<file path="src/rtl/cibw_pkg.sv">
// Package: shared encodings of the condition evaluator.
// Assumes a 2-bit mode field per decision in the command word.
package cibw_pkg;
    typedef enum logic [1:0] {
        MODE_NEVER    = 2'd0,
        MODE_IF_TRUE  = 2'd1,
        MODE_IF_FALSE = 2'd2,
        MODE_ALWAYS   = 2'd3
    } act_mode_e;

    localparam int LANES    = 3;
    localparam int LANE_IRQ = 0;
    localparam int LANE_BR  = 1;
    localparam int LANE_WT  = 2;
endpackage

</file>
<file path="src/rtl/cibw_match.sv">
// Module: masked match of the device status against one select word.
// Assumes the mask and the compare value sit in one word at MASK_LSB and VAL_LSB.
module cibw_match #(
    parameter int STAT_W   = 4,
    parameter int SEL_W    = 32,
    parameter int MASK_LSB = 16,
    parameter int VAL_LSB  = 0
) (
    input  logic [STAT_W-1:0] stat_i,
    input  logic [SEL_W-1:0]  sel_i,
    output logic              hit_o
);
    logic [STAT_W-1:0] mask;
    logic [STAT_W-1:0] value;

    // Extract the fields and compare the masked status with the masked value.
    always_comb begin
        mask  = sel_i[MASK_LSB +: STAT_W];
        value = sel_i[VAL_LSB +: STAT_W];
        hit_o = ((stat_i & mask) == (value & mask));
    end

    // an empty mask accepts every status.
    always_comb begin
        if (sel_i[MASK_LSB +: STAT_W] == '0) begin
            a_r8_empty_mask_hits: assert (hit_o);
        end
    end
endmodule

</file>
<file path="src/rtl/cibw_qual.sv">
// Module: turns a match result into an action according to a 2-bit mode.
// Assumes the encoding of cibw_pkg::act_mode_e.
module cibw_qual
    import cibw_pkg::*;
(
    input  logic [1:0] mode_i,
    input  logic       hit_i,
    output logic       act_o
);
    // Select the action for the current mode.
    always_comb begin
        unique case (act_mode_e'(mode_i))
            MODE_NEVER:    act_o = 1'b0;
            MODE_IF_TRUE:  act_o = hit_i;
            MODE_IF_FALSE: act_o = ~hit_i;
            MODE_ALWAYS:   act_o = 1'b1;
            default:       act_o = 1'b0;
        endcase
    end

    // the if-true and if-false modes give opposite actions for the same match.
    always_comb begin
        if (mode_i == MODE_IF_TRUE) begin
            a_r2_if_true_follows: assert (act_o == hit_i);
        end
        if (mode_i == MODE_IF_FALSE) begin
            a_r2_if_false_inverts: assert (act_o != hit_i);
        end
    end
endmodule

</file>
<file path="src/rtl/cibw_unit.sv">
// Module: conditional interrupt, branch and wait evaluator for one descriptor.
// The stall decision is combinational. The interrupt and the branch/step
// outcome are registered pulses, qualified by the sequencer's completion
// strobe. Assumes inputs are stable around each rising clock edge.
module cibw_unit
    import cibw_pkg::*;
#(
    parameter int CMD_W    = 16,
    parameter int STAT_W   = 4,
    parameter int SEL_W    = 32,
    parameter int MASK_LSB = 16,
    parameter int VAL_LSB  = 0,
    parameter int IRQ_LSB  = 4,
    parameter int BR_LSB   = 2,
    parameter int WAIT_LSB = 0
) (
    input  logic              clk,
    input  logic              rst_n,
    input  logic              done_i,
    input  logic [CMD_W-1:0]  cmd_i,
    input  logic [STAT_W-1:0] dev_stat_i,
    input  logic [SEL_W-1:0]  irq_sel_i,
    input  logic [SEL_W-1:0]  br_sel_i,
    input  logic [SEL_W-1:0]  wait_sel_i,
    output logic              irq_o,
    output logic              branch_o,
    output logic              step_o,
    output logic              stall_o
);
    logic [SEL_W-1:0] sel_arr [LANES];
    logic [LANES-1:0] hit;
    logic [LANES-1:0] act;
    logic             commit;

    // Route each select word to its lane.
    always_comb begin
        sel_arr[LANE_IRQ] = irq_sel_i;
        sel_arr[LANE_BR]  = br_sel_i;
        sel_arr[LANE_WT]  = wait_sel_i;
    end

    for (genvar g = 0; g < LANES; g++) begin : g_lane
        localparam int LSB = (g == LANE_IRQ) ? IRQ_LSB :
                             (g == LANE_BR)  ? BR_LSB  : WAIT_LSB;

        cibw_match #(
            .STAT_W  (STAT_W),
            .SEL_W   (SEL_W),
            .MASK_LSB(MASK_LSB),
            .VAL_LSB (VAL_LSB)
        ) u_match (
            .stat_i(dev_stat_i),
            .sel_i (sel_arr[g]),
            .hit_o (hit[g])
        );

        cibw_qual u_qual (
            .mode_i(cmd_i[LSB +: 2]),
            .hit_i (hit[g]),
            .act_o (act[g])
        );
    end

    // The wait decision leaves the block at once.
    assign stall_o = act[LANE_WT];
    assign commit  = done_i & ~act[LANE_WT];

    // Register the completion outcome as one-cycle pulses.
    always_ff @(posedge clk) begin
        if (!rst_n) begin
            irq_o    <= 1'b0;
            branch_o <= 1'b0;
            step_o   <= 1'b0;
        end else begin
            irq_o    <= commit & act[LANE_IRQ];
            branch_o <= commit & act[LANE_BR];
            step_o   <= commit & ~act[LANE_BR];
        end
    end

    // an interrupt pulse follows only an unstalled completion.
    a_r4_irq_needs_commit: assert property (@(posedge clk) disable iff (!rst_n)
        irq_o |-> ($past(done_i) && !$past(stall_o)));

    // an unstalled completion yields exactly one next-descriptor choice.
    a_r5_one_choice: assert property (@(posedge clk) disable iff (!rst_n)
        (done_i && !stall_o) |=> (branch_o != step_o));

    // no choice is made without a completion.
    a_r5_choice_needs_done: assert property (@(posedge clk) disable iff (!rst_n)
        (branch_o || step_o) |-> $past(done_i));

    // a stalled completion has no effect.
    a_r6_stall_blocks: assert property (@(posedge clk) disable iff (!rst_n)
        (done_i && stall_o) |=> !(irq_o || branch_o || step_o));

    // the always-wait mode stalls in the same cycle.
    a_r3_always_wait: assert property (@(posedge clk) disable iff (!rst_n)
        (cmd_i[WAIT_LSB +: 2] == MODE_ALWAYS) |-> stall_o);
endmodule

</file>
<file path="config.mk">
export PLATFORM = sky130hd
export DESIGN_NAME = cibw_unit
export DESIGN_NICKNAME = d
export VERILOG_FILES = /design/src/rtl/cibw_pkg.sv /design/src/rtl/cibw_match.sv /design/src/rtl/cibw_qual.sv /design/src/rtl/cibw_unit.sv
export SDC_FILE = /design/constraint.sdc
export NUM_CORES = 1
export LEC_CHECK = 0
export BUFFER_PORTS_ARGS = -buffer_cell sky130_fd_sc_hd__buf_2
export CAP_MARGIN = 25
export CORE_MARGIN = 2
export CORE_UTILIZATION = 15
export CTS_BUF_LIST = sky130_fd_sc_hd__clkbuf_16
export CTS_CLUSTER_DIAMETER = 80
export DETAILED_ROUTE_END_ITERATION = 8
export PLACE_DENSITY_LB_ADDON = 0.12
export SYNTH_ARGS = -nofsm -noshare
export SYNTH_HDL_FRONTEND = slang
export SYNTH_SLANG_ARGS = --single-unit
export TNS_END_PERCENT = 5
</file>
<file path="constraint.sdc">
create_clock -name clk -period 1.15 [get_ports clk]
set_clock_uncertainty 0.05 [all_clocks]
set_input_delay 0.1725 -clock clk [delete_from_list [all_inputs] [get_ports clk]]
set_output_delay 0.1725 -clock clk [all_outputs]
set_load 0.05 [all_outputs]
</file>
**Word level (Yosys, flattened, before mapping)**

Index checks and enable logic that the tools add are counted.

- Flip-flop bits (word level): 3
- Input port bits: 119
- Logic and storage cells: 36

- Eq/ne operators: 12
- Mux-type cells: 3
- Bitwise logic cells: 15
- Reduce and logical (&&, ||, !) cells: 3

Operators with widths:

| kind | count |
|---|---|
| 4-bit bitwise AND | 6 |
| 2-bit equality test, second input constant | 6 |
| 4-bit equality test | 3 |
| 1-bit one-hot mux with 4 select lines | 3 |
| 2-bit by 1-bit equality test with 1-bit output, second input constant | 3 |
| 2-bit logical NOT | 3 |
| 1-bit inverter | 5 |
| 1-bit bitwise AND | 4 |

**Logic depth before layout (Yosys ltp)**

Gate-level depths: netlist of run 1.

- Word-level depth: 7
- Mapped depth: 4

**Hierarchy**

A second synthesis of run 1 with hierarchy kept.

- Cells, all modules: 27
- Area, all modules: 314.1 um2

By module, submodules not included:

| module | instances | cells an instance | area each (um2) | seq. area each (um2) |
|---|---|---|---|---|
| cibw_match | 3 | 6 | 58.8 | 0.0 |
| cibw_unit | 1 | 6 | 92.6 | 60.1 |
| cibw_qual | 3 | 1 | 15.0 | 0.0 |

**Worst setup path after synthesis of run 1**

Ideal clock, no wire load.

- Path type: in2out
- Start point: input dev_stat_i[0]
- End point: output stall_o
- Arrival: 1.033 ns
- Required time: 0.928 ns
- Slack: -0.106 ns
- Stages: 4
- Buffers on the path: 0
- Cells stage by stage: xor2_1 a22oi_1 nand2_1 mux2_2

- Longest elaborated chain between the ends: 4

RTL lines:

| item | line | source |
|---|---|---|
| start: declaration | cibw_unit.sv:21 | `input logic [STAT_W-1:0] dev_stat_i,` |
| 4-bit bitwise AND (*) | cibw_match.sv:20 | `hit_o = ((stat_i & mask) == (value & mask));` |
| 4-bit equality test (*) | cibw_match.sv:20 |  |
| 1-bit inverter | cibw_qual.sv:15 | `MODE_IF_FALSE: act_o = ~hit_i;` |
| 1-bit one-hot mux with 4 select lines (*) | cibw_qual.sv:12 | `unique case (act_mode_e'(mode_i))` |
| end: declaration | cibw_unit.sv:28 | `output logic stall_o` |

Mark *: on every way between the ends. The rest lies on a longest branch, timed or not.

**Final worst setup path of run 1**

- Start point: input dev_stat_i[1]
- End point: output stall_o

The elaborated chain is that of the path after synthesis.

==> run_results.csv, run 1 <==
group,metric,value,unit
sta,fin_crit,1.392,ns
clocking,hold_buffers,0,
critical_path,critPathKind,"in -> out",
sta,finalHoldViolations,0,
drt,ant_nets,0,
floorplan,die_h,48.74,um
critical_path,critPathArrivalTime,1.17,ns
critical_path,crit_chain,"buf_6 > xor2_1 > a22oi_2 > nand2_1 > mux2_4 > buf_8",
clocking,cts_max_level,1,
floorplan,core,1922,sq um
sta,tns,-0.2420,ns
critical_path,cp-start-kind,"input port",
finish,drive_above_1_share,64.71,%
synth,ys_ff_latch,3,
run,maxCapViolCount,0,
place,place_worst_setup_slack,-0.3651,ns
finish,syn2layout_area_growth,137.5,%
sta,slew_headroom,83.51,%
power,fin_total_pwr,0.9028,mW
synth,synth_area,300.3,sq um
global_routing,grt_pass1_vias,464,
run_status,status,"finished, violations left",
global_routing,track_usage,9.332,%
floorplan,initial_core_util,15.63,%
power,ir_drop,0.5098,mV
synth,synth_cells,34,
place,hpwl,914,um
critical_path,path_max_fanout,2,
sta,whs,0.1856,ns
drt,vias,452,
global_routing,antenna_found_initial,0,
sta,rsz0062_at_grt,"true",
drt,drc,0,
place,place_area,590.6,sq um
floorplan,fp-row-count,16,
critical_path,required,0.93,ns
floorplan,die_area,2376,sq um
finish,antennaDiodeCount,0,
place,routabilityCongestion,0.6531,
drt,drtPass1Iterations,4,
finish,final_cell_area,713.2,sq um
global_routing,gr-total-overflow,0,
floorplan,pin_count,123,
clocking,cts_buffers,3,
clocking,clock_path_buffers,2,
drt,routed_wl,1.019,mm
sta,setup_viol,1,
run_status,violations,"setup timing",
clocking,ctsRootBufferMaster,"clkbuf_16",
clocking,clkTransAtPathRegs,0.03,ns
power,leakagePower,0.3816,nW
floorplan,fp.dieW,48.74,um
synth,yosys_warnings,0,
finish,nets,205,
sta,worst_slew_pin_slew,0.2491,ns
hold_path,hp-class,"in -> reg",
sta,max_freq,0.7184,GHz
sta,fin_crit_sh,121.0,%
critical_path,endpoint_kind,"output pin",
drt,post_drt_wl_per_cell,9.098,um
place,io_buffers,40,
synth,synth_fp_nets,153,
critical_path,cp_slowest_stage_delay,0.31,ns
synth,ys_seq_area_share,20.00,%
clocking,cts_tree,"yes",
drt,vias_per_cell,4.036,
power,power.density,1266,nW/um^2
critical_path,cp_num_buf_inv,2,
sta,maxSlewViolCount,0,
synth,synth.avg_cell_area,8.832,sq um
clocking,cts_sinks,3,
global_routing,grt_pass1_wl,1.697,mm
critical_path,cp_top_family,"multiplexers",
synth,synthDistinctLibCells,13,
sta,layout_setup_ws,-0.2420,ns
critical_path,crit_slowest_cell,"mux2_4",
drt,initialDrtViolationCount,4,
global_routing,grt_max_degree,4,
-- cell families after synthesis --
kind of cell,count (synthesis),synth area share [%]
AND/OR/NAND/NOR,6,9.168
multiplexers,1,3.750
XOR/XNOR,12,35.00
AO/OA/AOI/OAI,12,32.09
flip-flops,3,20.00
-- synthesized netlist by cell type --
master     n  area, sq um
nand3_1    2        10.01
and3_1     1        6.260
a21boi_0   1        7.510
dfxtp_1    3        60.06
a211oi_1   1        7.510
mux2_2     1        11.26
xor2_1    12        105.1
a21bo_2    1        10.01
nand2_1    2        7.510
a22oi_1    7        52.55
a211o_1    1        8.760
nor2_1     1        3.750
o2bb2a_1   1        10.01
-- cell usage in the layout, fill, tap and decap left out, drive strengths merged --
master,instances
buf,47
mux2,1
o2bb2a,1
a22oi,7
a21bo,1
nand2,2
a211oi,1
dfxtp,3
a21boi,1
inv,1
xor2,12
and3,1
a211o,1
nor2,1
nand3,2
clkbuf,3
-- cell type report --
type / count / area, sq um
fillers: 227 / 1209
repair buffers: 47 / 281.5
multi-input cells: 31 / 259.0
clock buffers: 3 / 75.07
flip-flops and latches: 3 / 60.06
well taps: 27 / 33.78
clock inverters: 1 / 3.754
-- registers in the layout, summed over array words and instances (netlist names) --
name and count:
branch_o 1, irq_o 1, step_o 1
-- timing repair --
| item | CTS | global route |
|---|---|---|
| setup buffers | 0 | 0 |
| setup endpoints to repair | 3 | 4 |
| pin swaps | 3 | 1 |
| endpoints found under the hold margin | 0 | 0 |
| gates resized for setup | 7 | 3 |
-- per-stage QoR --
| step | utilization, % | cells |
|---|---|---|
| 4_1_cts | 36.26 | 112 |
| 6_report | 37.11 | 112 |
| 3_3_place_gp | 30.73 | 108 |
| 2_1_floorplan | - | 34 |
| 5_1_grt | 37.11 | 112 |
| 3_5_place_dp | 30.73 | 108 |
-- layer usage --
metal	part of all wire, %	global-route usage [%]
met1	41	11.15
met2	46	14.84
met3	13	3.395
met4	0	4.286
met5	0	0
-- tightest hold or removal path, stage by stage --
cell	delay, ns
buf_2	0.09
nand3_1	0.06
a22oi_1	0.07
-- power breakdown --
part	switching, mW	leakage [nW]	internal, mW
Sequential	0.000888	0.0244	0.110
Combinational	0.115	0.315	0.138
Clock	0.0910	0.0423	0.448
-- final timing paths --
| path | from | to | depth (start not counted) |
|---|---|---|---|
| setup / recovery | dev_stat_i[1] | stall_o | 6 |
| hold / removal | cmd_i[4] | irq_o | 3 |
Power figures use the tool's default switching activity.
==> run 2: changes to the inputs <==
--- a/config.mk
+++ b/config.mk
@@ -7,6 +7,7 @@
 export LEC_CHECK = 0
 export BUFFER_PORTS_ARGS = -buffer_cell sky130_fd_sc_hd__buf_2
 export CAP_MARGIN = 25
+export CORE_ASPECT_RATIO = 1.5
 export CORE_MARGIN = 2
 export CORE_UTILIZATION = 15
 export CTS_BUF_LIST = sky130_fd_sc_hd__clkbuf_16
==> run_results.csv, run 2 (synthesis gave the netlist of run 1 again) <==
group,metric,value,unit
run_status,status,"finished, violations left",
run_status,violations,"setup timing",
critical_path,path_max_fanout,2,
sta,rsz0062_at_grt,"true",
drt,ant_nets,0,
power,p_sw,0.2096,mW
drt,vias,443,
place,io_buffers,40,
sta,whs,0.1745,ns
clocking,cts_max_level,1,
finish,drive_above_1_share,67.44,%
global_routing,track_usage,9.978,%
sta,fin_crit,1.418,ns
global_routing,grt_pass1_vias,448,
clocking,ctsRootBufferMaster,"clkbuf_16",
sta,worst_slew_pin_slew,0.2475,ns
sta,layout_setup_ws,-0.2678,ns
critical_path,critPathArrivalTime,1.20,ns
floorplan,fp-row-count,19,
sta,finalHoldViolations,0,
clocking,clkTransAtPathRegs,0.03,ns
finish,postLayoutCoreUtil,39.61,%
sta,fin_crit_sh,123.3,%
critical_path,required,0.93,ns
place,place_area,575.6,sq um
clocking,cts_buffers,3,
sta,setup_viol,4,
drt,initialDrtViolationCount,4,
drt,post_drt_wl_per_cell,9.991,um
power,switching_share,22.93,%
power,p_int,0.7044,mW
sta,tns,-0.4433,ns
floorplan,initial_core_util,16.19,%
floorplan,pin_count,123,
global_routing,grt_pass1_wl,1.621,mm
place,dpl.cell_count,101,
finish,nets,206,
drt,drc,0,
power,leakagePower,0.3916,nW
clocking,cts_sinks,3,
hold_path,hp-class,"in -> reg",
place,place_worst_setup_slack,-0.4113,ns
floorplan,die_area,2383,sq um
finish,largestRegisters,"branch_o x1, irq_o x1, step_o x1",
global_routing,antenna_found_initial,0,
sta,slew_headroom,83.61,%
sta,max_freq,0.7053,GHz
drt,drtPass1Iterations,4,
finish,final_cell_mix,"buf_2, xor2_1, buf_4",
critical_path,endpoint_kind,"output pin",
clocking,cts_tree,"yes",
power,p_comb_share,28.9,%
drt,routed_wl,1.069,mm
power,ir_drop,0.5327,mV
critical_path,critPathKind,"in -> out",
finish,antennaDiodeCount,0,
clocking,clock_path_buffers,2,
drt,vias_per_cell,4.140,
place,hpwl,935.4,um
global_routing,grt_max_degree,4,
floorplan,die_h,58.80,um
global_routing,gr-total-overflow,0,
power,p_seq_share,12.2,%
power,fin_total_pwr,0.9140,mW
power,power.density,1244,nW/um^2
finish,syn2layout_area_growth,144.6,%
finish,fin_cells,107,
floorplan,core,1854,sq um
power,power_frac_clock,58.9,%
finish,layout_commonest_cell,"buf_2",
critical_path,cp-start-kind,"input port",
place,routabilityCongestion,0.6459,
floorplan,fp.dieW,40.53,um
sta,maxSlewViolCount,0,
run,maxCapViolCount,0,
finish,final_cell_area,734.5,sq um
[run 2: worst max-delay path, cell delays in order]
cell	delay, ns
buf_6	0.09
xor2_1	0.15
a22oi_1	0.22
nand2_1	0.10
mux2_4	0.32
buf_8	0.15
[run 2: what timing repair did]
action                                  4_1_cts  5_1_grt
cloned                                        0        0
hold buffers                                  0        0
setup buffers                                 0        2
gates resized for setup                       7        6
pin swaps                                     3        6
endpoints found under the setup margin        3        4
[run 2: worst paths after layout]
kind / startpoint / to / slack (ns) / cells past startpoint
worst max-delay path: wait_sel_i[1] / stall_o / -0.27 / 6
worst min-delay path: cmd_i[4] / irq_o / 0.17 / 3
[run 2: per-layer routing]
| metal | share of wire, % | wire (um) | vias up | track usage (%) |
|---|---|---|---|---|
| li1 | - | - | 229 | - |
| met1 | 38 | 407 | 184 | 11.14 |
| met2 | 51 | 549 | 30 | 16.10 |
| met3 | 10 | 112 | 0 | 2.642 |
| met4 | 0 | 0 | 0 | 5.714 |
| met5 | 0 | 0 | - | 0 |
[run 2: power groups by stage]
stage	Sequential, mW	Combinational (mW)	Clock (mW)
final	0.111	0.264	0.538
after global routing	0.112	0.287	0.571
after CTS	0.111	0.243	0.551
after detailed placement	0.113	0.224	0
after global placement	0.112	0.223	0
after floorplan	0.132	0.0920	0
[run 2: area by class of cell]
type,instances,area (sq um)
Tap cell,21,26.28
Sequential cell,3,60.06
Multi-Input combinational cell,31,274.0
Clock buffer,3,75.07
Fill cell,204,1120
Timing Repair Buffer,48,295.3
Clock inverter,1,3.754
